**src/rtl/lsu_lane_pkg.sv**
```systemverilog
package lsu_lane_pkg;
  typedef enum logic [1:0] {
    SZ_BYTE = 2'b00,
    SZ_HALF = 2'b01,
    SZ_WORD = 2'b10,
    SZ_RSVD = 2'b11
  } acc_size_e;
endpackage

```
**src/rtl/lsu_align_check.sv**
```systemverilog
module lsu_align_check
  import lsu_lane_pkg::*;
#(
  parameter int OFF_W = 2
) (
  input  acc_size_e        size,
  input  logic [OFF_W-1:0] off,
  output logic             misaligned
);
  always_comb begin
    case (size)
      SZ_BYTE: misaligned = 1'b0;
      SZ_HALF: misaligned = off[0];
      SZ_WORD: misaligned = (off != '0);
      default: misaligned = 1'b1;
    endcase
  end
endmodule

```
**src/rtl/lsu_store_lanes.sv**
```systemverilog
module lsu_store_lanes
  import lsu_lane_pkg::*;
#(
  parameter int NLANE = 4,
  localparam int OFF_W = $clog2(NLANE),
  localparam int DATA_W = 8 * NLANE
) (
  input  acc_size_e         size,
  input  logic [OFF_W-1:0]  off,
  input  logic              misaligned,
  input  logic [DATA_W-1:0] src,
  output logic [NLANE-1:0]  mask,
  output logic [DATA_W-1:0] data
);
  for (genvar i = 0; i < NLANE; i++) begin : g_lane
    // Byte offset that lands on this lane in big-endian order.
    localparam logic [OFF_W-1:0] BOFF = OFF_W'(NLANE - 1 - i);
    logic       hit;
    logic [7:0] lane_b;

    always_comb begin
      hit    = 1'b0;
      lane_b = src[8*i +: 8];
      case (size)
        SZ_BYTE: begin
          hit    = (off == BOFF);
          lane_b = src[7:0];
        end
        SZ_HALF: begin
          hit    = (off[OFF_W-1:1] == BOFF[OFF_W-1:1]);
          lane_b = BOFF[0] ? src[7:0] : src[15:8];
        end
        SZ_WORD: hit = 1'b1;
        default: hit = 1'b0;
      endcase
    end

    assign mask[i]         = hit & ~misaligned;
    assign data[8*i +: 8]  = lane_b;
  end
endmodule

```
**src/rtl/lsu_load_lanes.sv**
```systemverilog
module lsu_load_lanes
  import lsu_lane_pkg::*;
#(
  parameter int NLANE = 4,
  localparam int OFF_W = $clog2(NLANE),
  localparam int DATA_W = 8 * NLANE
) (
  input  acc_size_e         size,
  input  logic [OFF_W-1:0]  off,
  input  logic              sext,
  input  logic              misaligned,
  input  logic [DATA_W-1:0] mdata,
  output logic [DATA_W-1:0] value
);
  logic [OFF_W-1:0] byte_lane;
  logic [OFF_W-1:0] half_lane;
  logic [7:0]       byte_v;
  logic [15:0]      half_v;

  // Offset k maps to lane NLANE-1-k; a halfword starts on its even low lane.
  assign byte_lane = ~off;
  assign half_lane = {~off[OFF_W-1:1], 1'b0};
  assign byte_v    = mdata[{byte_lane, 3'b000} +: 8];
  assign half_v    = mdata[{half_lane, 3'b000} +: 16];

  always_comb begin
    value = '0;
    if (!misaligned) begin
      case (size)
        SZ_BYTE: value = {{(DATA_W-8){sext & byte_v[7]}}, byte_v};
        SZ_HALF: value = {{(DATA_W-16){sext & half_v[15]}}, half_v};
        SZ_WORD: value = mdata;
        default: value = '0;
      endcase
    end
  end
endmodule

```
**src/rtl/be_lane_unit.sv**
```systemverilog
module be_lane_unit
  import lsu_lane_pkg::*;
#(
  parameter int ADDR_W = 32,
  parameter int NLANE = 4,
  localparam int DATA_W = 8 * NLANE,
  localparam int OFF_W = $clog2(NLANE)
) (
  input  logic              clk,
  input  logic              rst_n,
  input  logic              req_valid,
  output logic              req_ready,
  input  logic              req_store,
  input  logic [1:0]        req_size,
  input  logic              req_signed,
  input  logic [ADDR_W-1:0] req_addr,
  input  logic [DATA_W-1:0] req_wdata,
  input  logic [DATA_W-1:0] req_mdata,
  output logic              rsp_valid,
  input  logic              rsp_ready,
  output logic [ADDR_W-1:0] rsp_addr,
  output logic [NLANE-1:0]  rsp_mask,
  output logic [DATA_W-1:0] rsp_wdata,
  output logic [DATA_W-1:0] rsp_ldata,
  output logic              rsp_misaligned
);
  acc_size_e         size;
  logic [OFF_W-1:0]  off;
  logic              mis;
  logic [NLANE-1:0]  st_mask;
  logic [DATA_W-1:0] st_data;
  logic [DATA_W-1:0] ld_value;
  logic              accept;

  assign size   = acc_size_e'(req_size);
  assign off    = req_addr[OFF_W-1:0];
  assign req_ready = !rsp_valid || rsp_ready;
  assign accept = req_valid && req_ready;

  lsu_align_check #(.OFF_W(OFF_W)) u_align (
    .size       (size),
    .off        (off),
    .misaligned (mis)
  );

  lsu_store_lanes #(.NLANE(NLANE)) u_store (
    .size       (size),
    .off        (off),
    .misaligned (mis),
    .src        (req_wdata),
    .mask       (st_mask),
    .data       (st_data)
  );

  lsu_load_lanes #(.NLANE(NLANE)) u_load (
    .size       (size),
    .off        (off),
    .sext       (req_signed),
    .misaligned (mis),
    .mdata      (req_mdata),
    .value      (ld_value)
  );

  always_ff @(posedge clk) begin
    if (!rst_n) begin
      rsp_valid      <= 1'b0;
      rsp_addr       <= '0;
      rsp_mask       <= '0;
      rsp_wdata      <= '0;
      rsp_ldata      <= '0;
      rsp_misaligned <= 1'b0;
    end else if (accept) begin
      rsp_valid      <= 1'b1;
      rsp_addr       <= {req_addr[ADDR_W-1:OFF_W], {OFF_W{1'b0}}};
      rsp_mask       <= req_store ? st_mask : '0;
      rsp_wdata      <= st_data;
      rsp_ldata      <= req_store ? '0 : ld_value;
      rsp_misaligned <= mis;
    end else if (rsp_ready) begin
      rsp_valid      <= 1'b0;
    end
  end

  AST_EMPTY_READY: assert property (@(posedge clk) disable iff (!rst_n)
    !rsp_valid |-> req_ready);
  AST_ACCEPT_RESPONDS: assert property (@(posedge clk) disable iff (!rst_n)
    req_valid && req_ready |=> rsp_valid);
  AST_STALL_HOLDS: assert property (@(posedge clk) disable iff (!rst_n)
    rsp_valid && !rsp_ready |=> rsp_valid && $stable(rsp_addr) && $stable(rsp_mask)
      && $stable(rsp_wdata) && $stable(rsp_ldata) && $stable(rsp_misaligned));
  AST_MISALIGN_NO_WRITE: assert property (@(posedge clk) disable iff (!rst_n)
    rsp_valid && rsp_misaligned |-> rsp_mask == '0);
  AST_WORD_ADDR_ALIGNED: assert property (@(posedge clk) disable iff (!rst_n)
    rsp_valid |-> rsp_addr[OFF_W-1:0] == '0);
  AST_MASK_SHAPE: assert property (@(posedge clk) disable iff (!rst_n)
    rsp_valid |-> ($countones(rsp_mask) <= 2) || (rsp_mask == {NLANE{1'b1}}));
endmodule

```
**config.mk**
```make
export PLATFORM = sky130hd
export DESIGN_NAME = be_lane_unit
export DESIGN_NICKNAME = d
export VERILOG_FILES = /design/src/rtl/lsu_lane_pkg.sv /design/src/rtl/lsu_align_check.sv /design/src/rtl/lsu_store_lanes.sv /design/src/rtl/lsu_load_lanes.sv /design/src/rtl/be_lane_unit.sv
export SDC_FILE = /design/constraint.sdc
export NUM_CORES = 1
export LEC_CHECK = 0
export ABC_CLOCK_PERIOD_IN_PS = 1800
export BUFFER_PORTS_ARGS = -buffer_cell sky130_fd_sc_hd__buf_2
export CAP_MARGIN = 20
export CORE_UTILIZATION = 40
export CTS_CLUSTER_SIZE = 28
export DETAILED_ROUTE_END_ITERATION = 10
export PLACE_DENSITY = 0.81
export SYNTH_ARGS = -nofsm -noshare
export SYNTH_HDL_FRONTEND = slang
export SYNTH_SLANG_ARGS = --single-unit
```
**constraint.sdc**
```tcl
create_clock -name clk -period 1.8 [get_ports clk]
set_clock_uncertainty 0.2 [all_clocks]
set_input_delay 0.27 -clock clk [delete_from_list [all_inputs] [get_ports clk]]
set_output_delay 0.27 -clock clk [all_outputs]
set_load 0.1 [all_outputs]
```
=== Word-level counts from Yosys, hierarchy flattened ===
Cells that the tools add are included.

* Input port bits: 104
* Flip-flop bits (word level): 100
* Word-level logic and storage cells: 44
* Output and inout bits: 103

* Eq/ne operators: 5
* Mux-type cells: 14
* Bitwise gates (word level): 9
* Reductions and logical operators: 8
* Shift operators: 2

{| class="wikitable"
|+ Operators by type and width
! kind !! count
|-
| case mux 32 bit (3 select lines) || 1
|-
| 2-to-1 mux 32 bit || 2
|-
| variable part select 32 x 6 -> 16 bit || 1
|-
| variable part select 32 x 6 -> 8 bit || 1
|-
| 2-to-1 mux 8 bit || 2
|-
| case mux 8 bit (2 select lines) || 1
|-
| case mux 1 bit (3 select lines) || 5
|-
| AND 1 bit || 6
|-
| == test 2 bit (second input constant) || 3
|-
| == test 2 x 1 -> 1 bit (second input constant) || 2
|-
| zero test 2 bit || 2
|-
| 2-to-1 mux 4 bit || 1
|-
| nonzero test 2 bit || 2
|-
| 2-to-1 mux 1 bit || 2
|-
| NOT 1 bit || 2
|-
| NOT 2 bit || 1
|-
| OR reduction 2 bit || 1
|-
| logical AND 1 bit || 1
|-
| zero test 1 bit || 1
|-
| logical OR 1 bit || 1
|}

=== Logic depth before layout (Yosys ltp) ===
Gate-level depths: netlist of the first run.

* Word-level depth: 6
* Gate-level depth with buffers: 7
* Depth with buffers taken out: 4

=== Cells and area by module ===
From an unflattened synthesis of the first run, not the netlist that was laid out.

* Cells, all modules: 615
* Area, all modules: 5,345.1 um^2

{| class="wikitable"
|+ By module, submodules not included
! module !! instances !! sequential area each (um^2) !! cells each !! area each (um^2)
|-
| be_lane_unit || 1 || 2,001.9 || 439 || 4,110.2
|-
| lsu_load_lanes || 1 || 0.0 || 108 || 724.4
|-
| lsu_store_lanes || 1 || 0.0 || 65 || 496.7
|-
| lsu_align_check || 1 || 0.0 || 3 || 13.8
|}

=== Worst setup path before layout of the first run ===
No wires, ideal clock.

* Path kind: flip-flop to flip-flop
* Start point: register rsp_valid
* End point: register rsp_ldata[10]
* Data required time: 1.529 ns
* Setup slack: -1.509 ns
* Clock period less this slack: 3.309 ns
* Buffers on the path: 2
* Arrival: 3.038 ns
* Stages on the path, launching flop included: 7
* Cells stage by stage: dfxtp_1 -> nand2b_1 -> and2_1 -> clkbuf_1 -> nor2_1 -> buf_2 -> o2bb2ai_1

* Longest elaborated chain between the ends: 3

{| class="wikitable"
|+ Ends and longest elaborated chain
! what !! RTL line !! RTL
|-
| start: declaration || be_lane_unit.sv:19 || <nowiki>output logic rsp_valid,</nowiki>
|-
| start signal: assignment || be_lane_unit.sv:66 || <nowiki>rsp_valid <= 1'b0;</nowiki>
|-
| start signal: assignment || be_lane_unit.sv:73 || <nowiki>rsp_valid <= 1'b1;</nowiki>
|-
| start signal: assignment || be_lane_unit.sv:80 || <nowiki>rsp_valid <= 1'b0;</nowiki>
|-
| zero test 1 bit || be_lane_unit.sv:37 || <nowiki>assign req_ready = !rsp_valid || rsp_ready;</nowiki>
|-
| logical OR 1 bit || be_lane_unit.sv:37 ||
|-
| net req_ready || be_lane_unit.sv:12 || <nowiki>output logic req_ready,</nowiki>
|-
| logical AND 1 bit || be_lane_unit.sv:38 || <nowiki>assign accept = req_valid && req_ready;</nowiki>
|-
| end signal: assignment || be_lane_unit.sv:77 || <nowiki>rsp_ldata <= req_store ? '0 : ld_value;</nowiki>
|-
| end: declaration || be_lane_unit.sv:24 || <nowiki>output logic [DATA_W-1:0] rsp_ldata,</nowiki>
|}

The timed path passes the listed nets, and every way through them passes these cells.
A chain may end at the register's enable or synchronous reset.

=== Worst setup path after layout of the first run ===
* Start point: input port req_addr[1]
* End point: register rsp_ldata[4]

* Longest elaborated chain between the ends: 5
* Elaborated cells between the ends (all ways): 9
* Classes of those cells: 2 x shift; 4 x mux; 2 x bitwise; 1 x reduce/logical

{| class="wikitable"
|+ Ends and longest elaborated chain
! what !! RTL line !! RTL
|-
| start: declaration || be_lane_unit.sv:16 || <nowiki>input logic [ADDR_W-1:0] req_addr,</nowiki>
|-
| NOT 1 bit or NOT 2 bit (tied branches) || lsu_load_lanes.sv:22, lsu_load_lanes.sv:21 ||
|-
| variable part select 32 x 6 -> 16 bit or variable part select 32 x 6 -> 8 bit (tied branches) || lsu_load_lanes.sv:24, lsu_load_lanes.sv:23 ||
|-
| case mux 32 bit (3 select lines) || lsu_load_lanes.sv:29 || <nowiki>case (size)</nowiki>
|-
| 2-to-1 mux 32 bit (*) || lsu_load_lanes.sv:28 || <nowiki>if (!misaligned) begin</nowiki>
|-
| 2-to-1 mux 32 bit (*) || be_lane_unit.sv:77 ||
|}

Mark *: on every way between the ends. The rest lies on a longest branch, timed or not.

==> impl_metrics.env, run 1 <==
export IMPL_clk_insertion_delay_late_ns=0.36
export IMPL_critPathMaxFanout=13
export IMPL_yosysWarnings=0
export IMPL_vias=4854
export IMPL_hpwl_um=10200
export IMPL_drv_cap=0
export IMPL_grt_pass1_vias=4678
export IMPL_final_period_utilization=0.961
export IMPL_cp_data_arrival_time_ns=1.82
export IMPL_grt_first_pass_wirelength_um=23300
export IMPL_numCtsBuffers=9
export IMPL_ys_top_cells_by_count="100 x dfxtp_1, 100 x nand2_1, 60 x a21oi_1"
export IMPL_synth_seq_area_share=0.460
export IMPL_dp_slack_ns=-0.195
export IMPL_finish_net_count=844
export IMPL_ys_top_cells_by_area="dfxtp_1 46%, nand2_1 8.6%, a21oi_1 6.9%, mux2i_1 5.5%, o2bb2ai_1 3.2%"
export IMPL_p_per_area_nw_per_um2=867
export IMPL_period_minus_slack_ns=1.73
export IMPL_synth_edf_count=0
export IMPL_yosysUniqueCellTypes=40
export IMPL_clkTransAtPathRegs_ns=0.10
export IMPL_route_top_layer_used="met4"
export IMPL_met2WireLength_um=7470
export IMPL_wl_met3_um=1270
export IMPL_antenna_cells=0
export IMPL_start_util=0.416
export IMPL_power_leakage_nw=2.85
export IMPL_die_x_um=106
export IMPL_wl_per_cell_um=17.1
export IMPL_yosysTopAreaCell="dfxtp_1"
export IMPL_num_rows=37
export IMPL_htree_levels=3
export IMPL_drc_errors=0
export IMPL_dp_cells=819
export IMPL_status="finished, final reports clean"
export IMPL_tritoncts="done"
export IMPL_slew_limit_headroom=0.354
export IMPL_power_frac_seq=0.436
export IMPL_worst_slack_ns=0.0701
export IMPL_drt_pass1_iter_count=5
export IMPL_endpoint_kind="flip-flop"
export IMPL_antenna_found_initial=0
export IMPL_cp_required_ns=1.89
export IMPL_synth_seq_cells=100
export IMPL_vias_per_cell=5.51
export IMPL_worstHoldPathCells=3
export IMPL_cts_sinks=100
export IMPL_wl_um=15100
export IMPL_dieArea_sq_um=11300
export IMPL_fmax_ghz=0.578
export IMPL_hold_violations=0
export IMPL_reg2reg_depth=5
export IMPL_ys_flop_type="dfxtp_1"
export IMPL_worst_pin_slew_ns=0.962
export IMPL_slew_violations=0
export IMPL_clkPwrFrac=0.249
export IMPL_fp_dieH_um=106
export IMPL_clockBufferDepth=2
export IMPL_combPwrFrac=0.315
export IMPL_synthArstFlopShare=0
export IMPL_drt_met1_wl_um=5890
export IMPL_syn_to_final_growth_pct=44.3
export IMPL_drive_gt1_frac=0.372
export IMPL_worstSetupStartpointType="input port"
export IMPL_vdd_ir_drop_worst_v=0.000389
export IMPL_finalSetupViolCount=0
export IMPL_grt_setup_unrepaired="no"
export IMPL_synth_area_sq_um=4360
export IMPL_stdcell_count=881
export IMPL_p_int_mw=3.29
export IMPL_switching_share=0.397
export IMPL_gp_congestion=0.922
export IMPL_synth_top_area_share=0.460
export IMPL_detail_route_antenna_nets=0
export IMPL_synth_area_per_cell_sq_um=8.71
export IMPL_overflow=0
export IMPL_core_sq_um=10500
export IMPL_clockRootBuffer="clkbuf_8"
export IMPL_track_usage=0.261
export IMPL_io_buffers=204
export IMPL_grt_max_degree=56
export IMPL_initialDrtViolationCount=532
export IMPL_syn_inst=500
export IMPL_io_pin_count=207
export IMPL_power_switching_mw=2.16
export IMPL_min_path_type="in2reg"
export IMPL_crit_type="in2reg"
## cell families (layout without fill, tap and decap cells)
| group | count (synthesis) | in the layout | synth area share |
|---|---|---|---|
| compound gates | 164 | 164 | 0.263 |
| xor+xnor | 1 | 1 | 0.00201 |
| buf+inv | 53 | 297 | 0.0566 |
| flops | 100 | 100 | 0.460 |
| mux | 33 | 33 | 0.0810 |
| other cells | 1 | 2 | 0.000861 |
| simple gates | 148 | 148 | 0.137 |
## state kept, by name, indices dropped and copies added, names as in the netlist
| name | cells |
|---|---|
| rsp_ldata | 32 |
| rsp_wdata | 32 |
| rsp_addr | 30 |
| rsp_mask | 4 |
| rsp_misaligned | 1 |
| rsp_valid | 1 |
## path summary, 6_finish.rpt
check | end | start | slack (ns)
worst max-delay path | rsp_ldata[4] | req_addr[1] | 0.07
worst max register to register | rsp_wdata[28] | rsp_valid | 0.24
worst min register to register | rsp_mask[0] | rsp_mask[0] | 0.26
worst min-delay path | rsp_wdata[9] | req_wdata[9] | 0.01
## routing by layer
metal  up-vias  global-route usage
met2       262               0.458
met4         0               0.101
met3        40              0.0607
li1       2272                   -
met5         -                   0
met1      2280               0.305
## area by class of cell
type / instances / area, sq um
clock buffer: 9 / 124
timing repair buffer: 277 / 1770
sequential: 100 / 2010
clock inverter: 7 / 57.6
fill: 867 / 4180
inverter: 4 / 15.0
tap: 136 / 170
multi-input combinational: 348 / 2140
## critical path, stage by stage
cell	delay [ns]
buf_2	0.13
buf_4	0.19
nor3_1	0.78
a222oi_1	0.22
o2bb2ai_1	0.23
## per-stage QoR
stage | hold slack, ns | util | instance area [sq um] | TNS, ns | power (mW)
after detailed placement | 0.244 | 0.537 | 5620 | -2.56 | 4.03
final | 0.0140 | 0.601 | 6290 | 0 | 5.45
after CTS | 0.00338 | 0.597 | 6250 | 0 | 5.45
after global routing | 0.0134 | 0.601 | 6290 | 0 | 5.69
after global placement | 0.239 | 0.537 | 5620 | -0.753 | 4.00
after floorplan | 0.189 | - | 4460 | -3.43 | 3.66
## cells in the final DEF, fill, tap and decap left out, drive strengths merged, types with 4 or more instances in the layout
cell type / instances
a211oi: 25
a21oi: 60
a221oi: 8
a222oi: 7
a22oi: 16
a311oi: 8
buf: 230
clkbuf: 11
dfxtp: 100
dlygate4sd3: 45
inv: 7
mux2: 8
mux2i: 24
nand2: 100
nor2: 31
nor3: 4
o21ai: 19
o2bb2ai: 16
## power by group through the flow
stage | Combinational (mW) | Clock, mW | Sequential [mW]
after floorplan | 0.469 | 0 | 3.20
after global placement | 1.58 | 0 | 2.42
after detailed placement | 1.61 | 0 | 2.43
after CTS | 1.68 | 1.39 | 2.38
after global routing | 1.80 | 1.50 | 2.39
final | 1.72 | 1.36 | 2.38
## timing repair
item	CTS	global route
hold buffers	45	0
setup buffers	0	0
hold endpoints to repair	46	0
endpoints found under the setup margin	0	15
gates resized for setup	0	4
(Power assumes the default switching activity.)
==> run 2: changes to the inputs <==
--- a/config.mk
+++ b/config.mk
@@ -12,6 +12,7 @@
 export CTS_CLUSTER_SIZE = 28
 export DETAILED_ROUTE_END_ITERATION = 10
 export PLACE_DENSITY = 0.81
+export RECOVER_POWER = 50
 export SYNTH_ARGS = -nofsm -noshare
 export SYNTH_HDL_FRONTEND = slang
 export SYNTH_SLANG_ARGS = --single-unit
==> impl_metrics.env, run 2 (same netlist as run 1, synthesis figures left out) <==
export IMPL_antenna_cells=0
export IMPL_worst_slack_ns=0.0618
export IMPL_cp_required_ns=1.89
export IMPL_core_sq_um=10500
export IMPL_track_usage=0.261
export IMPL_finish_net_count=844
export IMPL_r2r_start="rsp_valid"
export IMPL_drt_pass1_iter_count=7
export IMPL_place_area_sq_um=5620
export IMPL_clockBufferDepth=2
export IMPL_status="finished, final reports clean"
export IMPL_drc_errors=0
export IMPL_critPathMaxFanout=25
export IMPL_numCtsBuffers=9
export IMPL_grt_first_pass_wirelength_um=23300
export IMPL_num_rows=37
export IMPL_slew_limit_headroom=0.394
export IMPL_vias=4844
export IMPL_wl_per_cell_um=17.1
export IMPL_tritoncts="done"
export IMPL_p_per_area_nw_per_um2=868
export IMPL_setup_worst_path_start="req_valid"
export IMPL_fin_setup_tns_ns=0
export IMPL_wl_um=15100
export IMPL_grt_setup_unrepaired="no"
export IMPL_antenna_found_initial=0
export IMPL_cts_setup_buffers=0
export IMPL_die_x_um=106
export IMPL_finalSetupViolCount=0
export IMPL_worstSetupStartpointType="input port"
export IMPL_vdd_ir_drop_worst_v=0.000389
export IMPL_vias_per_cell=5.50
export IMPL_fp_dieH_um=106
export IMPL_overflow=0
export IMPL_hold_violations=0
export IMPL_period_minus_slack_ns=1.74
export IMPL_io_pin_count=207
export IMPL_grt_max_degree=56
export IMPL_final_common_cell="buf_2"
export IMPL_drive_gt1_frac=0.372
export IMPL_design_area_sq_um=6270
export IMPL_largestRegisters="rsp_ldata (32), rsp_wdata (32), rsp_addr (30)"
export IMPL_fillers=870
export IMPL_power_mw=5.44
export IMPL_min_path_type="in2reg"
export IMPL_power_leakage_nw=2.80
export IMPL_drv_cap=0
export IMPL_clk_insertion_delay_late_ns=0.36
export IMPL_hpwl_um=10200
export IMPL_final_period_utilization=0.966
export IMPL_start_util=0.416
export IMPL_dieArea_sq_um=11300
export IMPL_worst_pin_slew_ns=0.902
export IMPL_multi_input_area_sq_um=2140
export IMPL_detail_route_antenna_nets=0
export IMPL_initialDrtViolationCount=593
export IMPL_cts_sinks=100
export IMPL_grt_pass1_vias=4678
export IMPL_io_buffers=204
export IMPL_dp_slack_ns=-0.195
export IMPL_htree_levels=3
export IMPL_slew_violations=0
export IMPL_regArea_sq_um=2010
export IMPL_clockRootBuffer="clkbuf_8"
export IMPL_fmax_ghz=0.575
export IMPL_cp_data_arrival_time_ns=1.83
export IMPL_fin_util=0.599
export IMPL_endpoint_kind="flip-flop"
export IMPL_clkTransAtPathRegs_ns=0.10
export IMPL_hold_path_startpoint="req_wdata[9]"
export IMPL_crit_type="in2reg"
export IMPL_gp_congestion=0.922
export IMPL_syn_to_final_growth_pct=43.9
export IMPL_layout_common_cells="134 x buf_2, 99 x dfxtp_1, 98 x nand2_1"
-- run 2: changes by cell type in the layout (fill, tap and decap cells not counted), sizes merged --
cell,before,now
buf,230,160
clkbuf,11,81
-- run 2: per-stage QoR --
stage,cells,hold WS (ns)
2_1_floorplan,501,0.189
3_3_place_gp,819,0.239
3_5_place_dp,819,0.244
4_1_cts,880,0.00338
5_1_grt,881,0.0134
6_report,881,0.0106
-- run 2: area by class of cell --
cell class	count	share of cell area
clock buffer	9	0.0198
clock inverter	7	0.00918
inverter	4	0.00239
multi-input combinational	348	0.342
sequential	100	0.320
tap	136	0.0271
timing repair buffer	277	0.280
-- run 2: path summary, 6_finish.rpt --
check                                    end  slack (ns)  cells after the start
worst max-delay path            rsp_addr[29]        0.06                      6
worst min-delay path            rsp_wdata[9]        0.01                      3
worst max register to register  rsp_addr[29]        0.22                      5
worst min register to register  rsp_addr[30]        0.26                      2
-- run 2: what timing repair did --
item | in CTS | in global routing
gates resized for setup | 0 | 4
hold buffers | 45 | 0
hold endpoints to repair | 46 | 0
setup endpoints to repair | 0 | 15
-- run 2: worst max-delay path, cell delays in order --
cell           delay (ns)
dlygate4sd3_1        0.54
buf_2                0.17
and2_4               0.24
clkbuf_4             0.35
nand2_1              0.11
a21oi_1              0.15
-- run 2: metal layers --
metal	up-vias	GRT usage	wire, um
met5	-	0	0
met4	0	0.101	413
met3	34	0.0607	1290
met2	269	0.458	7510
met1	2272	0.305	5890
li1	2269	-	-
-- run 2: where the power goes --
part	total, mW	switching, mW	internal [mW]
Combinational	1.71	1.27	0.439
Clock	1.36	0.834	0.522
Sequential	2.38	0.0605	2.32
Total	5.44	2.16	3.28
==> run 3: changes to the inputs <==
--- a/config.mk
+++ b/config.mk
@@ -8,10 +8,11 @@
 export ABC_CLOCK_PERIOD_IN_PS = 1800
 export BUFFER_PORTS_ARGS = -buffer_cell sky130_fd_sc_hd__buf_2
 export CAP_MARGIN = 20
+export CORE_ASPECT_RATIO = 0.7
 export CORE_UTILIZATION = 40
 export CTS_CLUSTER_SIZE = 28
 export DETAILED_ROUTE_END_ITERATION = 10
-export PLACE_DENSITY = 0.81
+export PLACE_DENSITY = 0.73
 export RECOVER_POWER = 50
 export SYNTH_ARGS = -nofsm -noshare
 export SYNTH_HDL_FRONTEND = slang
==> constraint.sdc (replaced) <==
create_clock -name clk -period 1.8 [get_ports clk]
set_clock_uncertainty 0.2 [all_clocks]
set_input_delay 0.54 -clock clk [delete_from_list [all_inputs] [get_ports clk]]
set_output_delay 0.54 -clock clk [all_outputs]
set_load 0.1 [all_outputs]
==> impl_metrics.env, run 3 (same netlist as run 1, synthesis figures left out) <==
export IMPL_slew_violations=0
export IMPL_clk_insertion_delay_late_ns=0.34
export IMPL_holdBufCountCts=0
export IMPL_initialDrtViolationCount=218
export IMPL_hpwl_um=10800
export IMPL_grt_max_degree=55
export IMPL_cp_required_ns=1.85
export IMPL_cp_data_arrival_time_ns=1.82
export IMPL_finalSetupViolCount=0
export IMPL_power_switching_mw=2.20
export IMPL_min_path_type="in2reg"
export IMPL_syn_to_final_growth_pct=54.8
export IMPL_power_frac_seq=0.380
export IMPL_io_pin_count=207
export IMPL_start_util=0.416
export IMPL_wl_um=14400
export IMPL_fmax_ghz=0.565
export IMPL_detail_route_antenna_nets=0
export IMPL_vias=4625
export IMPL_dieArea_sq_um=11300
export IMPL_endpoint_kind="flip-flop"
export IMPL_hold_violations=0
export IMPL_grt_pass1_vias=4587
export IMPL_num_rows=31
export IMPL_clkTransAtPathRegs_ns=0.07
export IMPL_crit_type="in2reg"
export IMPL_layout_common_cells="103 x buf_2, 99 x dfxtp_1, 98 x nand2_1"
export IMPL_p_per_area_nw_per_um2=933
export IMPL_worst_pin_slew_ns=0.552
export IMPL_vdd_ir_drop_worst_v=0.000502
export IMPL_largestRegisters="rsp_ldata (32), rsp_wdata (32), rsp_addr (30)"
export IMPL_io_buffers=204
export IMPL_grt_first_pass_wirelength_um=22500
export IMPL_wl_per_cell_um=17.1
export IMPL_power_leakage_nw=2.88
export IMPL_antenna_found_initial=0
export IMPL_slew_limit_headroom=0.632
export IMPL_clockBufferDepth=2
export IMPL_drc_errors=0
export IMPL_multi_input_area_sq_um=2240
export IMPL_drive_gt1_frac=0.429
export IMPL_fp_dieH_um=89.3
export IMPL_track_usage=0.255
export IMPL_overflow=0
export IMPL_tritoncts="done"
export IMPL_period_minus_slack_ns=1.77
export IMPL_worstSetupStartpointType="input port"
export IMPL_antenna_cells=0
export IMPL_fin_setup_tns_ns=0
export IMPL_drv_cap=0
export IMPL_final_period_utilization=0.983
export IMPL_final_common_cell="buf_2"
export IMPL_grt_setup_unrepaired="yes"
export IMPL_p_int_mw=4.09
export IMPL_status="finished, final reports clean"
export IMPL_critPathMaxFanout=6
export IMPL_htree_levels=3
export IMPL_finish_net_count=810
export IMPL_fin_util=0.644
export IMPL_combPwrFrac=0.282
export IMPL_switching_share=0.349
export IMPL_fillers=889
export IMPL_drt_pass1_iter_count=5
export IMPL_die_x_um=127
export IMPL_core_sq_um=10500
export IMPL_power_mw=6.29
export IMPL_cts_sinks=100
export IMPL_vias_per_cell=5.49
export IMPL_gp_congestion=0.891
export IMPL_clockRootBuffer="clkbuf_16"
export IMPL_numCtsBuffers=9
export IMPL_clkPwrFrac=0.339
export IMPL_regArea_sq_um=2010
==> run 3: repair_timing <==
| item | 4_1_cts | 5_1_grt |
|---|---|---|
| pin swaps | 0 | 1 |
| endpoints found under the setup margin | 49 | 32 |
| gates cloned | 0 | 1 |
| hold endpoints to repair | 0 | 0 |
| setup buffers | 2 | 0 |
| resized for setup | 42 | 8 |
==> run 3: cell type report <==
type | instances | share of cell area
timing repair buffer | 243 | 0.294
clock buffer | 10 | 0.0354
tap | 132 | 0.0245
clock inverter | 6 | 0.0139
multi-input combinational | 348 | 0.332
sequential | 100 | 0.297
inverter | 4 | 0.00223
==> run 3: worst paths after layout <==
check	slack [ns]	cells past startpoint	startpoint	endpoint
max	0.03	6	req_addr[1]	rsp_ldata[31]
min	0.23	3	req_addr[25]	rsp_addr[25]
max reg2reg	0.15	6	rsp_valid	rsp_wdata[14]
min reg2reg	0.26	2	rsp_addr[30]	rsp_addr[30]
==> run 3: power by group through the flow <==
stage / Clock [mW] / Sequential [mW] / Combinational (mW)
after floorplan: 0 / 3.19 / 0.523
after global placement: 0 / 2.45 / 1.78
after detailed placement: 0 / 2.46 / 1.82
after CTS: 2.18 / 2.41 / 1.86
after global routing: 2.26 / 2.40 / 1.86
final: 2.13 / 2.39 / 1.77
==> run 3: critical path: stages <==
cell and delay, ns:
buf_2 0.14, mux4_2 0.37, nor2_2 0.05, or3_4 0.34, buf_4 0.18, a211oi_1 0.20
==> run 3: per-layer routing <==
metal	vias to the layer above	GRT usage	wire, um
met1	2156	0.304	5990
met5	-	0	0
met3	34	0.0820	1320
met2	228	0.434	6680
met4	0	0.104	408
li1	2207	-	-
==> run 3: stage by stage <==
step,cell area (sq um),instances,hold WS (ns),worst slack [ns]
after floorplan,4660,501,0.459,-0.233
after global placement,6680,824,0.239,-0.349
after detailed placement,6680,824,0.246,-0.438
after CTS,7130,842,0.224,0.00554
after global routing,6740,843,0.228,-0.0117
final,6740,843,0.233,0.0304
